### src/rtl/hc_pkg.sv
package hc_pkg;

   typedef enum logic [3:0] {
      RID_NONE, RID_CMD, RID_STS, RID_IE, RID_FNUM,
      RID_FBASE, RID_SOF, RID_PORT, RID_PORT_HI
   } reg_id_e;

   localparam int PORT_OFF = 16;   // first port slot offset

   // bits that must be written as zero
   localparam logic [31:0] RSV_CMD   = 32'h0000_FF00;
   localparam logic [31:0] RSV_STS   = 32'h0000_FFC0;
   localparam logic [31:0] RSV_IE    = 32'h0000_FFF0;
   localparam logic [31:0] RSV_FBASE = 32'h0000_0FFF;
   localparam logic [31:0] RSV_SOF   = 32'h0000_0080;
   localparam logic [31:0] RO_PORT   = 32'h0000_0031;

   // clearable status flags
   localparam logic [5:0] STS_W1C = 6'b111001;

endpackage

### src/rtl/hc_decode.sv
module hc_decode
   import hc_pkg::*;
#(
   parameter int ADDR_W = 16,
   parameter int NPORTS = 2,
   parameter int PIDX_W = 1
) (
   input  logic              acc_valid,
   input  logic              acc_we,
   input  logic [ADDR_W-1:0] acc_addr,
   input  logic [ADDR_W-1:0] io_base,
   input  logic [2:0]        acc_len,
   output logic              hit,
   output reg_id_e           id,
   output logic [PIDX_W-1:0] pidx,
   output logic              len_ok
);
   localparam int WIN = PORT_OFF + 2 * NPORTS;

   logic [ADDR_W-1:0] off;
   logic [4:0]        off5;

   assign off  = acc_addr - io_base;
   assign off5 = off[4:0];
   assign hit  = acc_valid && (acc_addr >= io_base) && (off < ADDR_W'(WIN));
   // port slot: (offset & 0xF) >> 1
   assign pidx = PIDX_W'(off5[3:1]);

   always_comb begin
      id = RID_NONE;
      if (off5 >= 5'(PORT_OFF)) begin
         id = off5[0] ? RID_PORT_HI : RID_PORT;
      end else begin
         case (off5)
            5'h00:   id = RID_CMD;
            5'h02:   id = RID_STS;
            5'h04:   id = RID_IE;
            5'h06:   id = RID_FNUM;
            5'h08:   id = RID_FBASE;
            5'h0C:   id = RID_SOF;
            default: id = RID_NONE;
         endcase
      end
   end

   always_comb begin
      case (id)
         RID_CMD, RID_STS, RID_IE, RID_FNUM: len_ok = (acc_len == 3'd2);
         RID_FBASE:   len_ok = (acc_len == 3'd4);
         RID_SOF:     len_ok = (acc_len == 3'd1);
         RID_PORT:    len_ok = acc_we ? (acc_len == 3'd2)
                                      : (acc_len == 3'd1 || acc_len == 3'd2);
         RID_PORT_HI: len_ok = !acc_we && (acc_len == 3'd1);
         default:     len_ok = 1'b1;
      endcase
   end

endmodule

### src/rtl/hc_port.sv
module hc_port (
   input  logic        clk,
   input  logic        rst_n,
   input  logic        wr,
   input  logic        suspend_in,
   input  logic        reset_in,
   input  logic        conn,
   output logic [15:0] word
);
   logic suspend_q, reset_q;

   always_ff @(posedge clk) begin
      if (!rst_n) begin
         suspend_q <= 1'b0;
         reset_q   <= 1'b0;
      end else if (wr) begin
         suspend_q <= suspend_in;
         reset_q   <= reset_in;
      end
   end

   assign word = {3'b000, suspend_q, 2'b00, reset_q, 8'h00, conn};

endmodule

### src/rtl/hc_frame.sv
module hc_frame #(
   parameter int W = 11
) (
   input  logic         clk,
   input  logic         rst_n,
   input  logic         wr,
   input  logic [W-1:0] wval,
   input  logic         tick,
   input  logic         run,
   output logic [W-1:0] cnt
);
   always_ff @(posedge clk) begin
      if (!rst_n)           cnt <= '0;
      else if (wr)          cnt <= wval;
      else if (tick && run) cnt <= cnt + 1'b1;
   end
endmodule

### src/rtl/hc_regfile.sv
module hc_regfile
   import hc_pkg::*;
#(
   parameter int ADDR_W = 16,
   parameter int NPORTS = 2,
   parameter int FNUM_W = 11
) (
   input  logic              clk,
   input  logic              rst_n,
   input  logic [ADDR_W-1:0] io_base,
   input  logic              acc_valid,
   input  logic              acc_we,
   input  logic [ADDR_W-1:0] acc_addr,
   input  logic [2:0]        acc_len,
   input  logic [31:0]       acc_wdata,
   output logic [31:0]       acc_rdata,
   input  logic              frame_tick,
   input  logic [3:0]        cause_set,
   input  logic [NPORTS-1:0] port_conn,
   output logic              irq_o,
   output logic              err_o
);
   localparam int PIDX_W = (NPORTS > 1) ? $clog2(NPORTS) : 1;
   localparam logic [15:0] FN_RSV = 16'(16'hFFFF << FNUM_W);

   if (NPORTS < 1 || NPORTS > 2) begin : g_bad_ports
      $error("hc_regfile: NPORTS must be 1 or 2");
   end
   if (FNUM_W < 4 || FNUM_W > 11) begin : g_bad_fnum
      $error("hc_regfile: FNUM_W must be 4..11");
   end
   if (ADDR_W < 5 || ADDR_W > 32) begin : g_bad_addr
      $error("hc_regfile: ADDR_W must be 5..32");
   end

   logic              acc_hit, len_ok;
   reg_id_e           id;
   logic [PIDX_W-1:0] pidx;

   hc_decode #(.ADDR_W(ADDR_W), .NPORTS(NPORTS), .PIDX_W(PIDX_W)) u_dec (
      .acc_valid(acc_valid), .acc_we(acc_we), .acc_addr(acc_addr),
      .io_base(io_base), .acc_len(acc_len), .hit(acc_hit), .id(id),
      .pidx(pidx), .len_ok(len_ok)
   );

   logic        wr;
   logic [31:0] rsv;
   logic        bad;
   assign wr = acc_hit && acc_we;

   always_comb begin
      case (id)
         RID_CMD:   rsv = RSV_CMD;
         RID_STS:   rsv = RSV_STS;
         RID_IE:    rsv = RSV_IE;
         RID_FNUM:  rsv = {16'h0000, FN_RSV};
         RID_FBASE: rsv = RSV_FBASE;
         RID_SOF:   rsv = RSV_SOF;
         RID_PORT:  rsv = RO_PORT;
         default:   rsv = '0;
      endcase
   end

   assign bad = acc_hit && (!len_ok || (acc_we && |(acc_wdata & rsv)));

   always_ff @(posedge clk) begin
      if (!rst_n)   err_o <= 1'b0;
      else if (bad) err_o <= 1'b1;
   end

   // plain storage registers
   logic [7:0]  cmd_q;
   logic [3:0]  ie_q;
   logic [19:0] fb_q;
   logic [6:0]  sof_q;

   always_ff @(posedge clk) begin
      if (!rst_n) begin
         cmd_q <= '0;
         ie_q  <= '0;
         fb_q  <= '0;
         sof_q <= '0;
      end else if (wr) begin
         if (id == RID_CMD)   cmd_q <= acc_wdata[7:0];
         if (id == RID_IE)    ie_q  <= acc_wdata[3:0];
         if (id == RID_FBASE) fb_q  <= acc_wdata[31:12];
         if (id == RID_SOF)   sof_q <= acc_wdata[6:0];
      end
   end

   // status flags: set by causes, cleared by writing ones
   logic [5:0] sts_q, sts_clr, sts_set;
   logic       sts_wr;
   assign sts_wr  = wr && (id == RID_STS);
   assign sts_clr = sts_wr ? (acc_wdata[5:0] & STS_W1C) : 6'b0;
   assign sts_set = {cause_set[3], cause_set[2], cause_set[1], 2'b00, cause_set[0]};

   always_ff @(posedge clk) begin
      if (!rst_n) sts_q <= '0;
      else        sts_q <= (sts_q & ~sts_clr) | sts_set;
   end

   // frame counter
   logic              fn_wr;
   logic [FNUM_W-1:0] fn_cnt;
   assign fn_wr = wr && (id == RID_FNUM);

   hc_frame #(.W(FNUM_W)) u_frame (
      .clk(clk), .rst_n(rst_n), .wr(fn_wr), .wval(acc_wdata[FNUM_W-1:0]),
      .tick(frame_tick), .run(cmd_q[0]), .cnt(fn_cnt)
   );

   // root ports
   logic [15:0] port_word [NPORTS];

   for (genvar i = 0; i < NPORTS; i++) begin : g_port
      hc_port u_port (
         .clk(clk), .rst_n(rst_n),
         .wr(wr && (id == RID_PORT) && (pidx == PIDX_W'(i))),
         .suspend_in(acc_wdata[12]), .reset_in(acc_wdata[9]),
         .conn(port_conn[i]), .word(port_word[i])
      );
   end

   // read path
   logic [31:0] rd;
   always_comb begin
      case (id)
         RID_CMD:     rd = {24'h0, cmd_q};
         RID_STS:     rd = {26'h0, sts_q};
         RID_IE:      rd = {28'h0, ie_q};
         RID_FNUM:    rd = 32'(fn_cnt);
         RID_FBASE:   rd = {fb_q, 12'h000};
         RID_SOF:     rd = {25'h0, sof_q};
         RID_PORT:    rd = {16'h0, port_word[pidx]};
         RID_PORT_HI: rd = {24'h0, port_word[pidx][15:8]};
         default:     rd = '0;
      endcase
   end

   assign acc_rdata = (acc_hit && !acc_we) ? rd : '0;

   assign irq_o = (sts_q[0] && (ie_q[2] || ie_q[3]))
               || ((sts_q[3] || sts_q[4]) && ie_q[0]);

endmodule

### config.mk
export PLATFORM = sky130hd
export DESIGN_NAME = hc_regfile
export DESIGN_NICKNAME = d
export VERILOG_FILES = /design/src/rtl/hc_pkg.sv /design/src/rtl/hc_decode.sv /design/src/rtl/hc_port.sv /design/src/rtl/hc_frame.sv /design/src/rtl/hc_regfile.sv
export SDC_FILE = /design/constraint.sdc
export NUM_CORES = 1
export LEC_CHECK = 0
export ABC_AREA = 1
export CAP_MARGIN = 30
export CORE_UTILIZATION = 55
export DETAILED_ROUTE_END_ITERATION = 7
export DONT_BUFFER_PORTS = 1
export GPL_TIMING_DRIVEN = 0
export PLACE_DENSITY = 0.7
export SYNTH_ARGS = -nofsm -noshare
export SYNTH_HDL_FRONTEND = slang
export SYNTH_HIERARCHICAL = 1
export SYNTH_SLANG_ARGS = --single-unit
### constraint.sdc
create_clock -name clk -period 4.9 [get_ports clk]
set_input_delay 0.98 -clock clk [delete_from_list [all_inputs] [get_ports clk]]
set_output_delay 0.98 -clock clk [all_outputs]
set_load 0.03 [all_outputs]
Word-level counts from Yosys, hierarchy flattened:

Cells that the tools add are included.

* bits in registers: 61
* input bits: 78
* output and inout bits: 34
* word-level logic and storage cells: 83

* $add $sub $neg: 2
* order comparisons: 4
* eq/ne operators: 16
* mux-type cells: 14
* bitwise logic cells: 6
* reductions and logical operators: 30

Operator list (count)
* $pmux 32 s8: 1
* $pmux 16 s7: 1
* $and 32x32->32: 1
* $mux 16: 2
* $mux 32: 1
* $reduce_or 32->1: 1
* $mux 11: 2
* $pmux 3 s6: 1
* $eq 4x3->1 const B: 4
* $ge 16x16->1: 1
* $lt 16x5->1 const B: 1
* $sub 16x16->16: 1
* $logic_and 1x1->1: 15
* $mux 13: 1
* $add 11x1->11 const B: 1
* $eq 5x3->1 const B: 2
* $eq 5x4->1 const B: 2
* $eq 4x2->1 const B: 2
* $mux 4: 2
* $reduce_and 2->1: 4
* $and 6x6->6: 1
* $mux 6: 1
* $not 6->6: 1
* $or 6x6->6: 1
* 17 further kinds: 22

Longest topological paths before layout:

Gate-level depths: netlist of the first run.

* depth after elaboration: 11
* gate-level depth with buffers: 23
* depth with buffers taken out: 23

Hierarchy:

The synthesis of the first run kept the hierarchy.

Modules (own cells, without submodules)
* hc_regfile: instances 1, cells an instance 409, area an instance 2572.5 µm², seq. area each 880.8 µm²
* hc_decode: instances 1, cells an instance 249, area an instance 1265.0 µm², seq. area each 0.0 µm²
* hc_frame: instances 1, cells an instance 111, area an instance 706.9 µm², seq. area each 220.2 µm²
* hc_port: instances 2, cells an instance 29, area an instance 201.4 µm², seq. area each 40.0 µm²

Worst setup path before layout of the first run:

OpenSTA, ideal clock, no wires.

* path kind: input to output
* start point: in acc_addr[0]
* end point: out acc_rdata[20]
* arrival: 3891 ps
* required time: 3920 ps
* path slack: 29 ps
* stages on the path: 19
* buffers on the path: 1
* path through: inv_1 ha_1 fa_1 inv_1 nand3_1 nand3_1 nand2_2 nand2_1 nand3_1 nor2_1 nand4_1 nor2_1 nand4_1 nor2_1 inv_1 nor2_2 clkinv_1 buf_2 nor3_1

* elaborated cells on any way between the ends: 26
* those cells by class: add/sub (1); order compare (3); eq/ne (13); mux (5); reduce/logical (4)

RTL lines
* start: declaration: line hc_regfile.sv:13 `input logic [ADDR_W-1:0] acc_addr,`
* $sub 16x16->16 / $ge 16x16->1 (equally long branches): line hc_decode.sv:23, hc_decode.sv:25
* $lt 16x5->1 / $logic_and 1x1->1 (equally long branches): line hc_decode.sv:25 `assign hit = acc_valid && (acc_addr >= io_base) && (off < ADDR_W'(WIN));`
* $logic_and 1x1->1 (*): line hc_decode.sv:25
* net acc_hit: line hc_regfile.sv:36 `logic acc_hit, len_ok;`
* $logic_and 1x1->1 (*): line hc_regfile.sv:141 `assign acc_rdata = (acc_hit && !acc_we) ? rd : '0;`
* $mux 32 (*): line hc_regfile.sv:141
* end: declaration: line hc_regfile.sv:16 `output logic [31:0] acc_rdata,`

The timed path passes the listed nets; every way through them passes the cells marked *.

Worst setup path after layout of the first run:

* start point: in acc_addr[0]
* end point: out acc_rdata[19]

Same word-level chain as after synthesis.

==> impl_metrics.json, run 1 <==
{
  "vias_per_cell": 5.33,
  "gr-total-overflow": 0,
  "synthesis.area_sq_um": 4950,
  "r2r_cell_count": 7,
  "crit_path_cell_trace": "inv_1 > ha_1 > fa_2 > inv_2 > nand3_2 > nand3_2 > nand2_4 > nand2_1 > nand3_1 > nor2_1 > nand4_1 > nor2_1 > nand4_1 > nor2_2 > inv_1 > nor2_4 > clkinv_4 > clkbuf_4 > nor3_4",
  "worst_hold_slack_ns": 0.451,
  "final_nets": 966,
  "num-fill-cells": 822,
  "cp_max_fo": 6,
  "postRouteWirelength_um": 13900,
  "final_cell_mix": "sky130_fd_sc_hd__nand2_1 (201), sky130_fd_sc_hd__inv_1 (129), sky130_fd_sc_hd__a21oi_1 (74)",
  "cts_hold_repair.buffers": 0,
  "die_h_um": 96.8,
  "start_util_pct": 56.7,
  "max_cap_viol_count": 0,
  "first_pass_iters": 5,
  "fmax_mhz": 211,
  "vias_in_the_first_global_route": 4731,
  "boundary_pins": 112,
  "finClkSkew_ns": 0.00547,
  "vdd.ir_drop.worst_mv": 0.164,
  "critPathLaunch": "acc_addr[0]",
  "synth-main-ff-cell": "sky130_fd_sc_hd__dfxtp_1",
  "timing_max_transition_violations_final": 0,
  "required_ns": 3.92,
  "timing.reg2reg.setup_slack_ns": 3.53,
  "synth_unique_cells": 44,
  "antenna_violating_nets_post_route": 0,
  "worst_path_largest_cell_delay_ns": 0.39,
  "post-route-drc-count": 0,
  "layout-area-overhead-vs-synth_pct": 19.2,
  "n_antenna_cell": 0,
  "numClockSinks": 59,
  "gp_congestion": 0.895,
  "grt_pass1_wl_um": 22100,
  "floorplan.die_area_sq_um": 9380,
  "clock-root-buffer": "sky130_fd_sc_hd__clkbuf_8",
  "numPortBuffers": 0,
  "via_count": 5235,
  "floorplan.rows": 34,
  "clock_transition_at_path_regs_ns": 0.07,
  "cp_num_buf_inv": 5,
  "syn_area_per_cell_sq_um": 5.98,
  "cts_made_buffers": 9,
  "cts_tree": "done",
  "static-leakage-power_uw": 0.00276,
  "register_bit_total_from_synthesis": 59,
  "fin_tns_setup_ns": 0,
  "setup.worst_path.end": "acc_rdata[19]",
  "timing.critical_path.depth": 19,
  "h_tree_lvl_count": 3,
  "layout_commonest_cell": "sky130_fd_sc_hd__nand2_1",
  "core_region_area_sq_um": 8720,
  "finalCritPeriodShare_pct": 96.7,
  "antenna_violations_before_repair": 0,
  "worstHoldPathType": "flip-flop to flip-flop",
  "timing_worst_setup_path_type": "primary input to output port",
  "place.detailed.hpwl_um": 10600,
  "timing.critical_path.arrival_ns": 3.76,
  "clock_insertion_delay_worst_skew_ns": 0.34,
  "totalPowerFinal_uw": 1360,
  "post_drt_wl_per_cell_um": 14.1,
  "crit_path_start_kind": "primary input",
  "final_setup_violation_count": 0,
  "worstMarginPinSlew_ns": 0.591,
  "setup_slack_placement_ns": -0.622,
  "worst_r2r_startpoint": "u_frame/cnt[0]",
  "drive_gt1_share_pct": 17.9,
  "ys_async_sr_fraction_pct": 0,
  "timing_hold_violations_final": 0,
  "ys_warn_count": 6,
  "slew-limit-headroom_pct": 60.4,
  "finalCriticalPeriod_ns": 4.74,
  "critical-path-top-delay-family": "simple AND/OR/NAND/NOR gates",
  "die_width_um": 96.8,
  "cts_max_path_buffers": 2,
  "critPathSlowestCell": "sky130_fd_sc_hd__fa_2",
  "ys_seq_area_share_pct": 23.9,
  "synth_enable_flop_cells": 0,
  "grt.total_usage_pct": 28.9,
  "largest_net_degree_at_the_start_of_global_routing": 11,
  "worst_setup_path_end_kind": "output port",
  "drt_first_iter_violations": 263,
  "worstReg2RegEnd": "u_frame/cnt[8]",
  "power_density_nw_per_um2": 231,
  "outcome": "finished clean",
  "synthesis.instances": 827,
  "postLayoutSetupSlackWorst_ns": 0.161
}
[stage by stage]
stage	util, %	area [sq um]	std cells
5_1_grt	67.6	5900	983
3_5_place_dp	59.3	5170	959
6_report	67.6	5900	983
3_3_place_gp	59.3	5170	959
4_1_cts	64.9	5660	975
2_1_floorplan	-	5040	851
[repair_timing]
| item | 4_1_cts | 5_1_grt |
|---|---|---|
| setup buffers | 0 | 8 |
| setup endpoints to repair | 28 | 31 |
| resized for setup | 60 | 38 |
| pin swaps | 6 | 12 |
[cells in the mapped netlist, drive strengths merged (2+ instances only)]
cell | count | area share, %
nand2 | 214 | 17
inv | 141 | 11
a21oi | 83 | 8.5
o21ai | 68 | 6.9
nor2 | 63 | 5.9
dfxtp | 59 | 24
nand3 | 52 | 5.5
buf | 45 | 6.4
nor3 | 27 | 3.1
ha | 17 | 4.3
nand4 | 13 | 1.6
clkbuf | 6 | 0.46
or2 | 6 | 0.76
o211ai | 5 | 0.76
a31oi | 4 | 0.51
a32o | 3 | 0.61
clkinv | 3 | 0.23
xor2 | 3 | 0.68
conb | 2 | 0.15
xnor2 | 2 | 0.35
[logic make-up (layout without fill, tap and decap cells)]
| kind of cell | Yosys count | after routing | synth area share [%] |
|---|---|---|---|
| other cells | 2 | 26 | 0.152 |
| fa+ha+maj | 18 | 18 | 4.70 |
| buf+inv | 195 | 219 | 17.8 |
| mux | 1 | 1 | 0.202 |
| compound gates | 170 | 170 | 18.3 |
| simple gates | 377 | 377 | 33.9 |
| xor+xnor | 5 | 5 | 1.04 |
| flops | 59 | 59 | 23.9 |
[cell type report]
class	instances	area [sq um]	share of cell area (%)
plain buffers	51	362	6.13
clock buffers	12	165	2.80
clock inverters	4	47.5	0.806
inverters	144	553	9.37
multi-input cells	597	3400	57.6
flip-flops and latches	59	1180	20.0
well taps	108	135	2.29
repair buffers	8	60.1	1.02
[state kept, by name (all words and copies together) (netlist names)]
register	flops
u_frame/cnt	11
fb_q	20
cmd_q	8
g_port.u_port/reset_q	2
sts_q	4
err_o	1
g_port.u_port/suspend_q	2
sof_q	7
ie_q	4
[per-layer routing]
layer	up-vias	part of all wire (%)	global-route usage, %
met5	-	0	0
met4	0	0.68	5.40
met3	15	6.9	6.65
met2	159	48	49.2
met1	2361	44	37.4
li1	2700	-	-
[worst min path at each step]
stage,from,depth (start not counted),to
floorplan,cmd_q[3],2,cmd_q[3]
global placement,fb_q[7],2,fb_q[7]
detailed placement,fb_q[14],2,fb_q[14]
CTS,cmd_q[3],2,cmd_q[3]
global route,cmd_q[3],2,cmd_q[3]
finish,cmd_q[3],2,cmd_q[3]
[power breakdown]
group | switching (uW) | internal (uW)
registers | 1.47 | 482
logic | 273 | 135
clock network | 195 | 274
total | 469 | 891
[worst reg2reg max path: stages (launching register included)]
cell	delay (ns)
sky130_fd_sc_hd__dfxtp_1	0.41
sky130_fd_sc_hd__ha_1	0.27
sky130_fd_sc_hd__nand3_2	0.12
sky130_fd_sc_hd__nor2_4	0.16
sky130_fd_sc_hd__nand2_1	0.07
sky130_fd_sc_hd__nand2_1	0.06
sky130_fd_sc_hd__nand3_1	0.07
sky130_fd_sc_hd__a21oi_1	0.13
Power figures use the tool's default switching activity.
==> run 2, diff against run 1 <==
--- a/config.mk
+++ b/config.mk
@@ -11,7 +11,7 @@
 export DETAILED_ROUTE_END_ITERATION = 7
 export DONT_BUFFER_PORTS = 1
 export GPL_TIMING_DRIVEN = 0
-export PLACE_DENSITY = 0.7
+export PLACE_DENSITY = 0.81
 export SYNTH_ARGS = -nofsm -noshare
 export SYNTH_HDL_FRONTEND = slang
 export SYNTH_HIERARCHICAL = 1
==> run 2 against run 1 <==
Die area stayed put. Count of clock-buffer cells in the layout is 3 lower. Core utilization is 0.80 points higher. Clock power is 15% higher. Combinational power hardly changed. Power is 5.1% higher. Cell count is 0.41% higher. Fmax is 1.7% lower. Worst hold slack worse by 0.00085 ns. Non-clock buffer count is 3 higher. Critical path type unchanged. Critical endpoint is now acc_rdata[7].
==> impl_metrics.json, run 2 (synthesis results as in run 1) <==
{
  "outcome": "finished clean",
  "n_antenna_cell": 0,
  "crit_path_start_kind": "primary input",
  "final_setup_violation_count": 0,
  "final_nets": 970,
  "die_h_um": 96.8,
  "layout-area-overhead-vs-synth_pct": 20.7,
  "largestRegisters": "fb_q: 20 flops, u_frame/cnt: 11 flops, cmd_q: 8 flops",
  "slew-limit-headroom_pct": 61.9,
  "cp_max_fo": 10,
  "die_width_um": 96.8,
  "final-instance-count-excl-fill": 987,
  "cts_tree": "done",
  "setup_slack_placement_ns": -0.561,
  "cts_made_buffers": 9,
  "gr-total-overflow": 0,
  "floorplan.rows": 34,
  "vias_per_cell": 5.39,
  "finClkSkew_ns": 0.0101,
  "max_cap_viol_count": 0,
  "clock-root-buffer": "sky130_fd_sc_hd__clkbuf_8",
  "boundary_pins": 112,
  "timing.critical_path.mode_cell": "sky130_fd_sc_hd__inv_2",
  "largest_net_degree_at_the_start_of_global_routing": 12,
  "power_density_nw_per_um2": 239,
  "fmax_mhz": 207,
  "timing_hold_violations_final": 0,
  "drt_first_iter_violations": 369,
  "clock_insertion_delay_worst_skew_ns": 0.34,
  "timing_worst_setup_path_type": "primary input to output port",
  "crit_path_cell_trace": "inv_2 > ha_4 > fa_2 > inv_2 > nand3_4 > nand3_2 > nand2_4 > inv_4 > nand4_1 > nand4_1 > o21ai_1 > inv_2 > inv_1 > nor2_1 > nand2_1 > inv_2 > buf_4 > nand2_1 > o21ai_2 > nor3_1 > nor2_2",
  "grt.total_usage_pct": 27.7,
  "critPathSlowestCell": "sky130_fd_sc_hd__fa_2",
  "final_cell_mix": "sky130_fd_sc_hd__nand2_1 (201), sky130_fd_sc_hd__inv_1 (129), sky130_fd_sc_hd__a21oi_1 (74)",
  "worstMarginPinSlew_ns": 0.569,
  "layout_commonest_cell": "sky130_fd_sc_hd__nand2_1",
  "fin_tns_setup_ns": 0,
  "floorplan.die_area_sq_um": 9380,
  "cp_num_buf_inv": 7,
  "finalCritPeriodShare_pct": 98.4,
  "vdd.ir_drop.worst_mv": 0.176,
  "numClockSinks": 59,
  "post_drt_wl_per_cell_um": 14.0,
  "core_region_area_sq_um": 8720,
  "finalCriticalPeriod_ns": 4.82,
  "drive_gt1_share_pct": 18.8,
  "postLayoutSetupSlackWorst_ns": 0.0793,
  "worst_path_largest_cell_delay_ns": 0.44,
  "h_tree_lvl_count": 3,
  "start_util_pct": 56.7,
  "via_count": 5315,
  "post-route-drc-count": 0,
  "clock_transition_at_path_regs_ns": 0.06,
  "gp_congestion": 0.905,
  "numPortBuffers": 0,
  "antenna_violations_before_repair": 0,
  "antenna_violating_nets_post_route": 0,
  "num-fill-cells": 742,
  "grt_pass1_wl_um": 21500,
  "worst_setup_path_end_kind": "output port",
  "first_pass_iters": 7,
  "vias_in_the_first_global_route": 4564,
  "postRouteWirelength_um": 13800,
  "cts_max_path_buffers": 2,
  "worstHoldPathType": "flip-flop to flip-flop",
  "largest_register": "fb_q",
  "required_ns": 3.92,
  "critical-path-top-delay-family": "simple AND/OR/NAND/NOR gates",
  "timing_max_transition_violations_final": 0,
  "static-leakage-power_uw": 0.00275,
  "timing.critical_path.arrival_ns": 3.84,
  "largest_register_ff_count": 20,
  "worst_hold_slack_ns": 0.450,
  "placedCellCount": 959,
  "place.detailed.hpwl_um": 10100
}
## run 2: repair_timing
| action | in CTS | in global routing |
|---|---|---|
| buffers inserted | 0 | 10 |
| endpoints found under the setup margin | 28 | 31 |
| pin swaps | 2 | 20 |
| resized for setup | 53 | 44 |
| gates cloned | 0 | 2 |
| hold buffers | 0 | 0 |
## run 2: layout make-up
| cell class | instances | area [sq um] | area share (%) |
|---|---|---|---|
| timing repair inverter | 1 | 5.00 | 0.0838 |
| sequential | 59 | 1180 | 19.8 |
| inverter | 144 | 548 | 9.18 |
| multi-input combinational | 597 | 3390 | 56.8 |
| clock buffer | 9 | 124 | 2.08 |
| tap | 108 | 135 | 2.26 |
| clock inverter | 7 | 116 | 1.95 |
| buffer | 51 | 372 | 6.23 |
| timing repair buffer | 11 | 100 | 1.68 |
## run 2: power breakdown
group	switching [uW]	total, uW	internal (uW)
registers	1.51	483	482
logic	270	405	135
clock network	205	541	337
total	476	1430	953
## run 2: path summary, 6_finish.rpt
kind                        from               to  slack (ns)  depth (start not counted)
hold / removal          cmd_q[3]         cmd_q[3]        0.45                          2
setup reg to reg  u_frame/cnt[0]  u_frame/cnt[10]        3.57                          7
hold reg to reg         cmd_q[3]         cmd_q[3]        0.45                          2
setup / recovery     acc_addr[0]     acc_rdata[7]        0.08                         21
## run 2: routing by layer
metal  vias up  track usage (%)  part of all wire, %  wire length [um]
li1       2702                -                    -                 -
met1      2352             37.8                   44              6030
met2       234             43.7                   46              6300
met3        27             6.79                  8.7              1200
met4         0             6.77                  1.8               251
met5         -                0                    0                 0
## run 2: metrics by stage
stage,area (sq um),util [%],power [uW]
after floorplan,5040,-,778
after global placement,5170,59.3,837
after detailed placement,5170,59.3,840
after CTS,5670,65.0,1390
after global routing,5970,68.5,1500
final,5970,68.5,1430
## run 2: worst reg2reg max path: stages (launching register included)
cell and delay [ns]:
sky130_fd_sc_hd__dfxtp_1 0.43, sky130_fd_sc_hd__ha_1 0.26, sky130_fd_sc_hd__nand3_2 0.12, sky130_fd_sc_hd__nor2_4 0.15
sky130_fd_sc_hd__nand2_1 0.07, sky130_fd_sc_hd__nand2_1 0.06, sky130_fd_sc_hd__nand3_1 0.06, sky130_fd_sc_hd__a21oi_1 0.12
==> run 3, diff against run 2 <==
--- a/config.mk
+++ b/config.mk
@@ -5,7 +5,7 @@
 export SDC_FILE = /design/constraint.sdc
 export NUM_CORES = 1
 export LEC_CHECK = 0
-export ABC_AREA = 1
+export ABC_AREA = 0
 export CAP_MARGIN = 30
 export CORE_UTILIZATION = 55
 export DETAILED_ROUTE_END_ITERATION = 7
@@ -14,5 +14,4 @@
 export PLACE_DENSITY = 0.81
 export SYNTH_ARGS = -nofsm -noshare
 export SYNTH_HDL_FRONTEND = slang
-export SYNTH_HIERARCHICAL = 1
 export SYNTH_SLANG_ARGS = --single-unit
==> run 3 against run 2 <==
Synthesized cell count down 36%. Final area fell by 18%. Sequential share of layout area increased by 4.2 points. Die area fell by 15%. Wire length down 16%. Cell count down 34%. Clock power decreased by 10%. Worst hold slack improved by 0.0060 ns. Largest power group unchanged. Highest routed layer unchanged.
==> impl_metrics.json, run 3 <==
{
  "outcome": "finished clean",
  "synthesis.instances": 528,
  "syn_area_per_cell_sq_um": 7.92,
  "timing_worst_setup_path_type": "primary input to output port",
  "crit_path_start_kind": "primary input",
  "yosys-top-cells-area": "sky130_fd_sc_hd__dfxtp_1 (28%), sky130_fd_sc_hd__mux2i_1 (14%), sky130_fd_sc_hd__nand2_1 (9.8%), sky130_fd_sc_hd__ha_1 (5.4%), sky130_fd_sc_hd__and2_1 (3.3%)",
  "num-fill-cells": 600,
  "via_count": 3965,
  "ys_async_sr_fraction_pct": 0,
  "timing_max_transition_violations_final": 0,
  "area_taken_by_flip_flops_and_latches_sq_um": 1180,
  "die_h_um": 89.2,
  "power_density_nw_per_um2": 255,
  "drive_gt1_share_pct": 17.0,
  "critPathSlowestCell": "sky130_fd_sc_hd__a2111o_2",
  "clock_transition_at_path_regs_ns": 0.07,
  "timing.reg2reg.setup_slack_ns": 3.24,
  "synthesis.area_sq_um": 4180,
  "worst_hold_slack_ns": 0.456,
  "start_util_pct": 57.4,
  "synth_unique_cells": 63,
  "numClockSinks": 59,
  "synth.top_cell.area_share_pct": 28.2,
  "h_tree_lvl_count": 3,
  "clock_insertion_delay_worst_skew_ns": 0.34,
  "ys_warn_count": 0,
  "core_region_area_sq_um": 7290,
  "fmax_mhz": 206,
  "largest_register_ff_count": 20,
  "worstHoldPathType": "flip-flop to flip-flop",
  "cts_tree": "done",
  "antenna_violations_before_repair": 0,
  "antenna_violating_nets_post_route": 0,
  "worst_setup_path_end_kind": "output port",
  "cp_max_fo": 6,
  "synth_area_leader_cell": "sky130_fd_sc_hd__dfxtp_1",
  "finClkSkew_ns": 0.00450,
  "timing_hold_violations_final": 0,
  "multiInputGateArea_sq_um": 2990,
  "largest_net_degree_at_the_start_of_global_routing": 12,
  "vias_per_cell": 6.07,
  "cp_num_buf_inv": 2,
  "setup_repair_after_global_routing_missed_its_margin": "yes",
  "critical-path-top-delay-family": "compound AO/OA/AOI/OAI gates",
  "n_antenna_cell": 0,
  "floorplan.die_area_sq_um": 7960,
  "vias_in_the_first_global_route": 3627,
  "postRouteWirelength_um": 11500,
  "worstMarginPinSlew_ns": 0.683,
  "synth.cells.most_frequent": "sky130_fd_sc_hd__nand2_1 (109), sky130_fd_sc_hd__dfxtp_1 (59), sky130_fd_sc_hd__mux2i_1 (59)",
  "max_cap_viol_count": 0,
  "layout_commonest_cell": "sky130_fd_sc_hd__nand2_1",
  "drt_first_iter_violations": 247,
  "clock-root-buffer": "sky130_fd_sc_hd__clkbuf_8",
  "largestRegisters": "fb_q: 20 flops, u_frame.cnt: 11 flops, cmd_q: 8 flops",
  "slew-limit-headroom_pct": 54.3,
  "first_pass_iters": 5,
  "boundary_pins": 112,
  "synth_enable_flop_cells": 0,
  "vdd.ir_drop.worst_mv": 0.223,
  "floorplan.rows": 31,
  "post_drt_wl_per_cell_um": 17.7,
  "static-leakage-power_uw": 0.00185,
  "place.detailed.hpwl_um": 8250,
  "grt.total_usage_pct": 27.8,
  "required_ns": 3.92,
  "synth_most_common_cell": "sky130_fd_sc_hd__nand2_1",
  "die_width_um": 89.2,
  "grt_pass1_wl_um": 16800,
  "largest_register": "fb_q",
  "final_nets": 646,
  "post-route-drc-count": 0,
  "cts_made_buffers": 9,
  "synth-main-ff-cell": "sky130_fd_sc_hd__dfxtp_1",
  "totalPowerFinal_uw": 1250,
  "finalCritPeriodShare_pct": 98.9,
  "gr-total-overflow": 0,
  "synth_fp_nets": 625,
  "timing.critical_path.arrival_ns": 3.87,
  "final_setup_violation_count": 0,
  "layout-area-overhead-vs-synth_pct": 17.7,
  "numPortBuffers": 0,
  "finalCriticalPeriod_ns": 4.85,
  "worst_path_largest_cell_delay_ns": 0.62,
  "cts_max_path_buffers": 2,
  "register_bit_total_from_synthesis": 59,
  "ys_seq_area_share_pct": 28.2,
  "final_cell_mix": "sky130_fd_sc_hd__nand2_1 (109), sky130_fd_sc_hd__mux2i_1 (59), sky130_fd_sc_hd__dfxtp_1 (59)",
  "fin_tns_setup_ns": 0,
  "crit_path_cell_trace": "inv_1 > ha_1 > or2_1 > o22ai_4 > xor2_4 > nand2_2 > a2111oi_4 > nand4_1 > a2111o_2 > buf_12 > a31oi_4",
  "gp_congestion": 0.874
}
run 3: cell count changes in the layout (fill, tap and decap cells not counted), moves of 11 or more:
| cell | before | now |
|---|---|---|
| sky130_fd_sc_hd__inv_1 | 129 | 34 |
| sky130_fd_sc_hd__nor2_1 | 49 | 23 |
| sky130_fd_sc_hd__nor3_4 | 13 | 0 |
| sky130_fd_sc_hd__o21ai_1 | 32 | 5 |
| sky130_fd_sc_hd__mux2i_1 | 1 | 59 |
| sky130_fd_sc_hd__and2_1 | 1 | 12 |
| sky130_fd_sc_hd__o21ai_0 | 30 | 17 |
| sky130_fd_sc_hd__conb_1 | 26 | 1 |
| sky130_fd_sc_hd__nand3_1 | 47 | 8 |
| sky130_fd_sc_hd__nand2_1 | 201 | 109 |
| sky130_fd_sc_hd__buf_4 | 45 | 10 |
| sky130_fd_sc_hd__a21oi_1 | 74 | 14 |
run 3: final timing paths:
path,from,end,cells past startpoint
max,io_base[2],acc_rdata[3],11
min,fb_q[11],fb_q[11],2
max reg2reg,cmd_q[0],u_frame.cnt[7],7
min reg2reg,fb_q[11],fb_q[11],2
run 3: worst min-delay path, cell delays in order, from the launching register on:
cell and delay [ns]:
sky130_fd_sc_hd__dfxtp_1 0.31, sky130_fd_sc_hd__nand2_1 0.05, sky130_fd_sc_hd__mux2i_1 0.05
run 3: area by class of cell:
class / count / share of cell area (%)
plain buffers: 31 / 3.40
clock buffers: 9 / 2.52
clock inverters: 7 / 1.85
inverters: 36 / 3.28
multi-input cells: 402 / 60.6
flip-flops and latches: 59 / 24.0
well taps: 99 / 2.52
repair buffers: 10 / 1.83
run 3: stage by stage:
stage	instances	utilization (%)	cell area [sq um]	worst slack (ns)
after CTS	645	64.0	4670	0.00357
after detailed placement	628	59.1	4310	-0.550
after floorplan	528	-	4180	-0.0912
after global placement	627	59.1	4310	-0.504
after global routing	653	67.5	4920	-0.0573
final	653	67.5	4920	0.0548
run 3: cell families after synthesis:
logic type	share of synthesized area, %
other	0.0896
adders and majority gates	5.86
buffers and inverters	6.97
muxes	14.7
xor gates and xnor gates	4.37
and+or+nand+nor	24.0
DFF	28.2
AOI/OAI and AO/OA	15.8
run 3: repair_timing:
item | in CTS | in global routing
pin swaps | 4 | 13
cloned | 0 | 1
setup buffers | 1 | 7
endpoints found under the hold margin | 0 | 0
gates resized for setup | 25 | 44
setup endpoints to repair | 31 | 31
hold buffers | 0 | 0
run 3: power breakdown:
part	switching [uW]	leakage, uW	internal (uW)
Clock	200	0.000109	285
Sequential	1.97	0.000476	482
Combinational	175	0.00126	110
Total	378	0.00185	877
run 3: routing by layer:
layer	track usage [%]	routed length (um)	up-vias
met3	9.70	1150	34
met2	45.9	5370	214
met4	12.7	349	0
met1	32.6	4670	1843
met5	0	0	-
li1	-	-	1874
